$ cat config.mk
export PLATFORM = sky130hd
export DESIGN_NAME = keypad_matrix_encoder
export DESIGN_NICKNAME = d
export VERILOG_FILES = /design/src/rtl/kpd_pkg.sv /design/src/rtl/kpd_tick_gen.sv /design/src/rtl/kpd_matrix_decode.sv /design/src/rtl/kpd_stable_filter.sv /design/src/rtl/keypad_matrix_encoder.sv
export SDC_FILE = /design/constraint.sdc
export NUM_CORES = 1
export LEC_CHECK = 0
export BUFFER_PORTS_ARGS = -buffer_cell sky130_fd_sc_hd__clkbuf_2
export CAP_MARGIN = 30
export CORE_MARGIN = 1.5
export CORE_UTILIZATION = 40
export DETAILED_ROUTE_END_ITERATION = 12
export PLACE_DENSITY_LB_ADDON = 0.25
export SYNTH_ARGS = -nofsm -noshare
export SYNTH_HDL_FRONTEND = slang
export SYNTH_SLANG_ARGS = --single-unit
$ cat constraint.sdc
create_clock -name clk -period 3.4 [get_ports clk]
set_clock_uncertainty 0.05 [all_clocks]
set_input_delay 0.68 -clock clk [delete_from_list [all_inputs] [get_ports clk]]
set_output_delay 0.68 -clock clk [all_outputs]
set_load 0.02 [all_outputs]
$ cat src/rtl/kpd_pkg.sv
package kpd_pkg;
  localparam int KP_ROWS   = 4;
  localparam int KP_COLS   = 4;
  localparam int KP_KEYS   = KP_ROWS * KP_COLS;
  localparam int KP_CODE_W = $clog2(KP_KEYS);

  typedef struct packed {
    logic                 pressed;
    logic [KP_CODE_W-1:0] code;
  } kp_sample_t;

  typedef enum logic [1:0] {
    KS_RELEASED = 2'b00,
    KS_HELD     = 2'b01
  } kp_state_t;
endpackage

$ cat src/rtl/kpd_tick_gen.sv
module kpd_tick_gen #(
  parameter int PERIOD = 100000
) (
  input  logic clk,
  output logic tick_o
);
  localparam int CW   = (PERIOD > 2) ? $clog2(PERIOD) : 1;
  localparam int LAST = PERIOD - 1;

  logic [CW-1:0] cnt;

  // The compare is >= so that a counter that powers up beyond its range
  // still wraps on the next cycle.
  assign tick_o = (cnt >= CW'(LAST));

  always_ff @(posedge clk) begin
    if (tick_o) cnt <= '0;
    else        cnt <= cnt + 1'b1;
  end
endmodule

$ cat src/rtl/kpd_matrix_decode.sv
module kpd_matrix_decode
  import kpd_pkg::*;
(
  input  logic [KP_ROWS-1:0] row_i,
  input  logic [KP_COLS-1:0] col_i,
  output kp_sample_t         sample_o
);
  int  r_idx;
  int  c_idx;
  logic legal;

  always_comb begin
    r_idx = 0;
    for (int r = 0; r < KP_ROWS; r++)
      if (row_i[r]) r_idx = r;
    c_idx = 0;
    for (int c = 0; c < KP_COLS; c++)
      if (col_i[c]) c_idx = c;
  end

  assign legal = $onehot(row_i) && $onehot(col_i);

  always_comb begin
    sample_o = '0;
    if (legal) begin
      sample_o.pressed = 1'b1;
      sample_o.code    = KP_CODE_W'(r_idx * KP_COLS + c_idx);
    end
  end
endmodule

$ cat src/rtl/kpd_stable_filter.sv
module kpd_stable_filter
  import kpd_pkg::*;
(
  input  logic                 clk,
  input  logic                 tick_i,
  input  kp_sample_t           sample_i,
  output logic [KP_CODE_W-1:0] code_o,
  output logic                 valid_o
);
  kp_sample_t prev;
  kp_state_t  state;
  logic       repeat_seen;

  assign repeat_seen = (sample_i == prev);

  always_ff @(posedge clk) begin
    if (tick_i) begin
      prev <= sample_i;
      case (state)
        KS_RELEASED: begin
          if (repeat_seen && sample_i.pressed) begin
            state  <= KS_HELD;
            code_o <= sample_i.code;
          end
        end
        KS_HELD: begin
          if (repeat_seen && !sample_i.pressed) state <= KS_RELEASED;
        end
        default: state <= KS_RELEASED;
      endcase
    end else if (state != KS_HELD && state != KS_RELEASED) begin
      state <= KS_RELEASED;
    end
  end

  assign valid_o = (state == KS_HELD);
endmodule

$ cat src/rtl/keypad_matrix_encoder.sv
module keypad_matrix_encoder
  import kpd_pkg::*;
#(
  parameter int CLK_KHZ   = 50000,
  parameter int SAMPLE_US = 2000
) (
  input  logic                 clk,
  input  logic [KP_ROWS-1:0]   row_i,
  input  logic [KP_COLS-1:0]   col_i,
  output logic [KP_CODE_W-1:0] key_code_o,
  output logic                 key_valid_o
);
  localparam int RAW_CYCLES  = (CLK_KHZ * SAMPLE_US) / 1000;
  localparam int TICK_CYCLES = (RAW_CYCLES < 2) ? 2 : RAW_CYCLES;

  logic       sample_tick;
  kp_sample_t cur_sample;

  kpd_tick_gen #(.PERIOD(TICK_CYCLES)) u_tick (
    .clk    (clk),
    .tick_o (sample_tick)
  );

  kpd_matrix_decode u_decode (
    .row_i    (row_i),
    .col_i    (col_i),
    .sample_o (cur_sample)
  );

  kpd_stable_filter u_filter (
    .clk      (clk),
    .tick_i   (sample_tick),
    .sample_i (cur_sample),
    .code_o   (key_code_o),
    .valid_o  (key_valid_o)
  );
endmodule

* After elaboration in Yosys (flattened, before gate mapping)
Index checks and enable logic that the tools add are counted.
** Word-level totals
- Register bits after elaboration :: 28
- Latch bits :: 0
- Bits in writable memories :: 0
- Memory bits (read-only) :: 0
- Bits of input ports :: 9
- Output and inout port bits :: 5
- Logic and storage cells :: 43
- Memories kept :: 0
** Cells by class
- $add $sub $neg :: 8
- $mul :: 0
- Div/mod/pow operators :: 0
- Order comparisons :: 1
- Equality and inequality tests :: 7
- Shift operators :: 0
- Muxes and demuxes :: 12
- Bitwise gates (word level) :: 0
- Reduce and logical (&&, ||, !) cells :: 10
** Operator list (count)
- adder 17 x 1 -> 17 bit, second input constant :: 1
- greater-or-equal comparator 17 bit, second input constant :: 1
- two-way mux 2 bit :: 8
- adder 1 x 1 -> 2 bit :: 4
- adder 3 bit :: 2
- equality test 3 x 1 -> 1 bit, second input constant :: 2
- != test 3 x 2 -> 1 bit, second input constant :: 2
- AND reduction 3 bit :: 2
- equality test 5 bit :: 1
- two-way mux 5 bit :: 1
- adder 4 x 2 -> 4 bit :: 1
- logical AND 1 bit :: 4
- one-hot mux 2 bit (2 select lines) :: 1
- nonzero test 2 bit :: 2
- equality test 2 x 1 -> 1 bit, second input constant :: 1
- zero test 2 bit :: 1
- two-way mux 1 bit :: 2
- != test 2 x 1 -> 1 bit, second input constant :: 1
- zero test 1 bit :: 1

* Logic depth before layout (Yosys ltp)
Gate-level depths: netlist (run 1).
- Word-level depth :: 10
- Mapped depth :: 10
- Mapped depth without buffers :: 9

* Hierarchy
From an unflattened synthesis (run 1), not the netlist that was laid out.
** Unflattened totals
- Cells, all modules :: 147
- Area, all modules :: 1492.7 um^2
** Modules (own cells, without submodules)
- kpd_tick_gen :: times used 1, cells an instance 94, area each 820.8 um^2, seq. area each 340.3 um^2
- kpd_stable_filter :: times used 1, cells an instance 26, area each 416.6 um^2, seq. area each 300.3 um^2
- kpd_matrix_decode :: times used 1, cells an instance 27, area each 255.2 um^2, seq. area each 0.0 um^2

* Worst setup path before layout (run 1)
Ideal clock, no wire load.
- Kind :: input -> register
- Start :: in row_i[2]
- End :: reg u_filter.code_o[0], enable pin
- Library setup time :: 310 ps
- Data arrival time :: 2844 ps
- Required time :: 3040 ps
- Setup slack :: 196 ps
- Stages on the path :: 8
- Path buffers :: 0
- Cell sequence :: inv_1 -> ha_1 -> ha_1 -> fa_1 -> nand4bb_1 -> or4_1 -> a221oi_1 -> and4_1
** On the way
- Cells in the longest elaborated chain, start to end :: 8
- Elaborated cells between the ends (all ways) :: 11
- Classes of those cells :: add/sub (3); eq/ne (2); mux (3); reduce/logical (3)
** Ends and longest elaborated chain
- start, declared :: RTL line keypad_matrix_encoder.sv:8 : input logic [KP_ROWS-1:0] row_i,
- adder 1 x 1 -> 2 bit (not written as such) :: RTL line kpd_matrix_decode.sv:21 : assign legal = $onehot(row_i) && $onehot(col_i);
- adder 3 bit (not written as such) :: RTL line kpd_matrix_decode.sv:21
- equality test 3 x 1 -> 1 bit :: RTL line kpd_matrix_decode.sv:21
- logical AND 1 bit :: RTL line kpd_matrix_decode.sv:21
- two-way mux 5 bit (*) :: RTL line kpd_matrix_decode.sv:25 : if (legal) begin
- equality test 5 bit :: RTL line kpd_stable_filter.sv:14 : assign repeat_seen = (sample_i == prev);
- logical AND 1 bit (*) :: RTL line kpd_stable_filter.sv:21 : if (repeat_seen && sample_i.pressed) begin
- AND reduction 3 bit (no source line) (*)
- end signal, assigned :: RTL line kpd_stable_filter.sv:23 : code_o <= sample_i.code;
- end, declared :: RTL line kpd_stable_filter.sv:7 : output logic [KP_CODE_W-1:0] code_o,
Mark *: on every way between the ends. The rest lies on a longest branch, timed or not.
A chain may end at the register's enable or synchronous reset.

* Worst setup path after layout (run 1)
- Start :: in row_i[2]
- End :: reg u_filter.code_o[1], enable pin
Same word-level chain as after synthesis.

==> results of run 1 <==
## power groups by stage
stage | registers, W | logic, W | clock network (W)
3_5_place_dp | 0.000342 | 0.0000453 | 0
6_report | 0.000335 | 0.0000448 | 0.000145
5_1_grt | 0.000335 | 0.0000517 | 0.000164
4_1_cts | 0.000335 | 0.0000455 | 0.000149
3_3_place_gp | 0.000342 | 0.0000428 | 0
2_1_floorplan | 0.000342 | 0.0000294 | 0
## layout make-up
type / instances / area share [%]
tap: 46 / 3.66
multi-input combinational: 100 / 45.5
inverter: 11 / 2.63
clock buffer: 4 / 1.91
timing repair buffer: 16 / 5.57
sequential: 27 / 40.7
## state kept, by name (all words and copies together), names as in the netlist
signal	count
u_tick.cnt	17
u_filter.code_o	4
u_filter.state	1
u_filter.prev	5
## per-layer routing
metal	wire, µm	part of all wire, %
met4	20	0.83
met2	1220	51
met5	0	0
met3	77	3.2
met1	1090	45
## worst max-delay path by stage
stage             start                  to
5_1_grt        row_i[2]  u_filter.code_o[2]
3_5_place_dp   row_i[2]  u_filter.code_o[2]
6_report       row_i[2]  u_filter.code_o[1]
3_3_place_gp   row_i[2]  u_filter.code_o[3]
2_1_floorplan  row_i[2]  u_filter.code_o[0]
4_1_cts        row_i[2]  u_filter.code_o[2]
## cells in the mapped netlist, types with 3 or more instances
master / instances
nand4_1: 4
nor2_1: 22
clkbuf_1: 3
nor3_1: 4
ha_1: 9
or4_1: 3
inv_1: 11
nand3_1: 4
a21oi_1: 3
xnor2_1: 8
xor2_1: 6
nand2_1: 8
dfxtp_1: 17
edfxtp_1: 10
## logic make-up (layout without fill, tap and decap cells)
logic type | after synthesis | after routing
simple gates | 59 | 59
flops | 27 | 27
compound gates | 15 | 15
xor+xnor | 14 | 14
buf+inv | 14 | 31
fa+ha+maj | 11 | 11
mux | 1 | 1
## worst max-delay path, cell delays in order
cell and delay [ns]:
clkbuf_2 0.09, inv_1 0.05, ha_1 0.30, ha_1 0.22
fa_1 0.42, nand4bb_1 0.22, or4_1 0.44, a221oi_1 0.35
and4_1 0.33
## metrics by stage
stage	util, %	power, W	cells	worst slack (ns)	hold slack [ns]
2_1_floorplan	-	0.000372	141	0.196	0.380
6_report	46.8	0.000525	204	0.281	0.424
5_1_grt	46.8	0.000551	204	0.162	0.462
4_1_cts	46.8	0.000530	204	0.267	0.433
3_5_place_dp	45.9	0.000388	200	-0.0900	0.401
3_3_place_gp	45.9	0.000385	200	0.00439	0.390
==> impl_results.md, run 1 <==
- Multi-input logic area: around 700 µm²
- Crit path kind: input port to register
- Fin crit share: about nine tenths
- First-pass GRT wire length: approximately 4200 µm
- Worst-path fanout max: 4
- Instance count of the mapped netlist: about 140
- Fin. max-slew vios: 0
- Clk pin slew, worst setup/hold paths: roughly 0.14 ns
- Min-Delay Path Depth: 1
- Max-Slew Margin vs Limit: roughly three fifths
- Async SR Flop Fraction: 0%
- Clock power frac: around 28%
- Commonest non-fill, non-tap cell in the layout: nor2_1
- Die X: ~62 µm
- Area occupied by registers: 641 µm²
- Post-synthesis simple-gate area fraction: 22.4%
- Final Cell Area: about 0.0016 mm²
- P_sw: ~0.00011 W
- Synth unique cells: 37
- CP Capture Type: register
- DR vias: 1046
- Worst reg-to-reg setup slack: 1.09 ns
- # fillers: 342
- Synth-to-layout area growth: 11.6%
- Number of I/O pins: 14
- Insertion delay to the later sink of the worst-skew pair: about 0.32 ns
- CTS Buf Count: 3
- Initial DRC count: 31
- Prevailing post-synth register cell: dfxtp_1
- Met1 Track Usage GR: ~15%
- Startpoint types: input port
- Max_cap viols: 0
- CTS H-Tree Depth: 1
- Post-route ant nets: 0
- Synthesized flop and latch total: 27
- M2 GR Usage: 25.1%
- Crit path arrival time: roughly 3.1 ns
- Number of flops mapped to enable cells by yosys: 10
- Internal power: ~0.0004 W
- Peak supply drop: 0.000274 V
- Buffers on Ports: 13
- Most frequent cells in the layout: nor2_1, dfxtp_1, clkbuf_2
- Mapped Avg Cell Area: roughly 10 µm²
- Worst Path Required: about 3.4 ns
- Via/cell ratio: 5.13
- Mux cell area share after synthesis: 0.710%
- R2r startpoint: u_tick.cnt[0]
- Synthesized cell area: 0.00141 mm²
- Synth Area in Adders: between 10% and 20%
- Initial antenna violation count: 0
- Number of cells on the worst reg-to-reg path: 5
- FP Rows: 21
- Ranking of synthesized cells by area: dfxtp_1, edfxtp_1, ha_1
- DRC viols: 0
- Largest family of logic cells by synthesized area: simple AND/OR/NAND/NOR gates
- Sw frac: a little over a fifth
- Post-CTS sizing: 0
- Lkg Pwr: roughly 0.65 nW
- Total track usage: a little over an eighth
- Flop pwr share: 63.9%
- Fin crit period: 3.12 ns
- Largest net degree at the start of global routing: 19
- CORE AREA: 0.00336 mm²
- Max Fclk: around 320 MHz
- Die Y: between 60 and 70 µm
- DR WL/cell: ~12 µm
- First-pass DRT Iterations: 4
- Share of cells above drive strength 1: between 15 and 20%
- Clock tree from TritonCTS: done
- Pwr Density: 334 mW/mm²
- Post-synth top area share: between 20 and 25%
- DP HPWL: between 1500 and 2000 µm
- Fraction of synthesized cell area in xor and xnor cells: 8.70%
- Comb power frac: between 8 and 9%
- ANT cells: 0
- Clock Path Buffers: 2
- R2r endpoint: u_filter.code_o[1]
- Top Usage Layer GRT: met2
- Total negative setup slack: 0 ns
- RSZ-0062 raised after global routing: no
- Net Count, Synth: ~160
- Initial core utilization: a little over two fifths
- Yosys top cell by area: dfxtp_1
- Number of global-route vias before repair: 982
- Final setup violation count: 0
- Hold Path Origin: u_tick.cnt[0]
- Post-DP Area: around 0.0015 mm²
- CTS Sinks: 27
- HP Class: register to register
- Compound-cell area share of the yosys netlist: approximately 8.2%
- Die Footprint: 0.00389 mm²
- Final GP Congestion: between 0.8 and 0.9
- # hold bufs at CTS: 0
- Layout net count: 179
- Final hold vios: 0
- Status: completed
- Hold EP: u_tick.cnt[0]
- Final wirelength: about 2400 µm
- Grt total ovfl: 0
- Yosys warnings: 0
- Post-synthesis sequential area ratio: ~45%
- Post-CTS setup buffers: 0
- CTS Root Cell: clkbuf_4
- Worst Max-Slew Pin Slew: 0.597 ns
- Grt met3 use: 3.80%
(Power assumes the default switching activity.)
==> inputs of run 2 (changes only) <==
ABC_AREA = 1   (was not set)
==> run 2 against run 1 <==
  * Highest routed layer unchanged
  * Count of clock-buffer cells in the layout did not move
  * Sequential share of layout area fell by 5.5 points
  * Final cell count rose by 36%
  * Synthesized area rose by 18%
  * Die area rose by 17%
  * Wire length rose by 19%
  * Synthesized cell count rose by 50%
==> impl_results.md, run 2 <==
- Async SR Flop Fraction: 0% (unchanged)
- ANT cells: 0 (unchanged)
- Hold EP: u_tick.cnt[0]
- Final hold vios: 0 (unchanged)
- Pwr Density: 313 mW/mm² (-6.3%)
- Clock Path Buffers: 2 (unchanged)
- DR WL/cell: 10.3 µm (-12%)
- Crit path launch: col_i[2]
- Initial antenna violation count: 0 (unchanged)
- Share of cells above drive strength 1: 18.1% (+2.9 points)
- Crit path largest cell delay: 0.48 ns (+0.04 ns)
- Synth unique cells: 32 (-14%)
- Die Footprint: 0.00455 mm² (+17%)
- R2r endpoint: u_filter.code_o[0]
- DP HPWL: 2310 µm (+23%)
- Die Y: 67.5 µm (+8.2%)
- Final GP Congestion: 0.905 (+12%)
- Yosys top cell by area: dfxtp_1
- Post-CTS setup buffers: 0 (unchanged)
- Largest net degree at the start of global routing: 19 (unchanged)
- Instance count of the mapped netlist: 211 (+50%)
- Fin crit period: 2.91 ns (-0.212 ns)
- Post-CTS sizing: 0 (unchanged)
- FP Rows: 23 (+9.5%)
- Net Count, Synth: 231 (+43%)
- Worst Max-Slew Pin Slew: 0.357 ns (-0.240 ns)
- # fillers: 423 (+24%)
- First-pass GRT wire length: 5180 µm (+23%)
- CORE AREA: 0.00400 mm² (+19%)
- Initial core utilization: 41.6% (-0.32 points)
- Buffers on Ports: 13 (unchanged)
- Max_cap viols: 0 (unchanged)
- DRC viols: 0 (unchanged)
- Clock tree from TritonCTS: done
- Number of global-route vias before repair: 1220 (+24%)
- Max Fclk: 344 MHz (+7.3%)
- CTS Buf Count: 3 (unchanged)
- Post-synthesis sequential area ratio: 38.5% (-6.9 points)
- CTS Root Cell: clkbuf_8
- Via/cell ratio: 4.73 (-7.8%)
- Synthesized flop and latch total: 27 (unchanged)
- Number of flops mapped to enable cells by yosys: 10 (unchanged)
- Synthesized cell area: 0.00166 mm² (+18%)
- Yosys warnings: 0 (unchanged)
- Number of cells on the worst reg-to-reg path: 9 (+4)
- Clk pin slew, worst setup/hold paths: 0.08 ns (-0.06 ns)
- Number of I/O pins: 14 (unchanged)
- Crit path kind: input port to register
- R2r startpoint: u_tick.cnt[0]
- Grt total ovfl: 0 (unchanged)
- Commonest non-fill, non-tap cell in the layout: nand2_1
- CP Capture Type: register
- Worst Path Required: 3.33 ns (-0.06 ns)
- Largest regs: u_tick.cnt (17), u_filter.prev (5), u_filter.code_o (4)
- Layout net count: 248 (+39%)
- Most frequent cells in the layout: nand2_1, nor2_1, inv_1
- Post-DP Area: 0.00178 mm² (+15%)
- Fin crit share: 85.5% (-6.2 points)
- Fin. max-slew vios: 0 (unchanged)
- Prevailing post-synth register cell: dfxtp_1
- Initial DRC count: 85 (+170%)
- Max FFs per register: 17 (unchanged)
- Slowest cell on crit path: fa_1
- Peak supply drop: 0.000221 V (-19%)
- # hold bufs at CTS: 0 (unchanged)
- Total track usage: 14.9% (+1.4 points)
- Insertion delay to the later sink of the worst-skew pair: 0.26 ns (-0.06 ns)
- Most frequent cell after synthesis: nand2_1
- Die X: 67.5 µm (+8.2%)
- Largest reg by FF count: u_tick.cnt
- Total negative setup slack: 0 ns (unchanged)
- Ranking of synthesized cells by area: dfxtp_1, edfxtp_1, nand2_1
- Final wirelength: 2870 µm (+19%)
- Hold Path Origin: u_tick.cnt[0]
- Status: completed
- Post-route ant nets: 0 (unchanged)
- CTS H-Tree Depth: 1 (unchanged)
- Max-Slew Margin vs Limit: 76.1% (+16 points)
- Most frequent cells after synthesis: nand2_1, nor2_1, inv_1
- DR vias: 1310 (+25%)
- Synth-to-layout area growth: 9.48%
- Startpoint types: input port
- Area occupied by registers: 641 µm² (unchanged)
- CP Cell Sequence: clkbuf_2 > inv_1 > ha_1 > ha_1 > fa_1 > nor2_4 > nand3_1 > buf_4 > o21ai_1 > nand2_1 > nor2_1 > nand2_1 > nor2_1 > nand3_1 > inv_1
- Crit path arrival time: 2.83 ns (-0.28 ns)
- First-pass DRT Iterations: 4 (unchanged)
- Lkg Pwr: 0.736 nW (+14%)
- RSZ-0062 raised after global routing: no
- Final Cell Area: 0.00182 mm² (+16%)
- Post-synth top area share: 20.5% (-3.7 points)
- Worst-path fanout max: 10 (+6)
- Min-Delay Path Depth: 1 (unchanged)
- HP Class: register to register
- Final setup violation count: 0 (unchanged)
- Worst reg-to-reg setup slack: 1.29 ns (+0.20 ns)
- Multi-input logic area: 865 µm² (+21%)
- CTS Sinks: 27 (unchanged)
- Mapped Avg Cell Area: 7.88 µm² (-21%)
run 2: cell count changes after synthesis, sizes merged, moves of 3 or more:
cell    previous run  this run
or4                4         0
inv               11        33
nand4              5         8
a21oi              3         6
clkbuf             3         0
nand2              8        39
xnor2              8         4
buf                0         3
nor2              22        42
nand3              5        13
o21ai              1         7
run 2: worst max-delay path by stage:
stage,to,slack (ns),depth (start not counted)
2_1_floorplan,u_filter.code_o[0],0.45,14
3_3_place_gp,u_filter.code_o[0],0.25,13
3_5_place_dp,u_filter.code_o[0],0.20,15
4_1_cts,u_filter.code_o[3],0.50,15
5_1_grt,u_filter.code_o[2],0.33,15
6_report,u_filter.code_o[0],0.49,15
run 2: layer usage:
layer | vias to the layer above | GRT usage, % | share of wire, %
met5 | - | 0 | 0
met4 | 0 | 3.06 | 0.80
met3 | 2 | 4.00 | 3.2
met2 | 16 | 24.0 | 45
met1 | 585 | 20.1 | 51
li1 | 707 | - | -
run 2: cell families (layout without fill, tap and decap cells):
kind of cell	after synthesis	after routing	synth area share (%)
XOR/XNOR	9	9	4.74
AO/OA/AOI/OAI	15	15	4.82
AND/OR/NAND/NOR	112	112	33.3
buffers and inverters	37	53	9.48
flip-flops	27	27	38.5
adder cells (fa/ha/maj)	11	11	9.18
run 2: area by class of cell:
type                       instances  share of cell area, %
clock buffer                       4                   2.47
inverter                          34                   7.01
multi-input combinational        147                   47.5
sequential                        27                   35.2
tap                               50                   3.44
timing repair buffer              15                   4.40
run 2: critical path, delay by kind of cell:
family	cells	cell delay, ns
simple gates	7	0.60
compound gates	1	0.12
buf+inv	4	0.47
fa+ha+maj	3	0.98
run 2: per-stage QoR:
| step | utilization (%) | worst slack, ns | hold WS, ns | std cells | power (W) |
|---|---|---|---|---|---|
| 2_1_floorplan | - | 0.454 | 0.391 | 211 | 0.000388 |
| 3_3_place_gp | 44.4 | 0.248 | 0.421 | 273 | 0.000402 |
| 3_5_place_dp | 44.4 | 0.203 | 0.430 | 273 | 0.000403 |
| 4_1_cts | 45.5 | 0.497 | 0.452 | 277 | 0.000579 |
| 5_1_grt | 45.5 | 0.327 | 0.513 | 277 | 0.000601 |
| 6_report | 45.5 | 0.492 | 0.455 | 277 | 0.000569 |
run 2: power breakdown:
group | total [W] | switching [W] | internal (W)
registers | 0.000335 | 0 | 0.000335
logic | 0.0000597 | 0.0000354 | 0.0000243
clock network | 0.000175 | 0.0000908 | 0.0000837
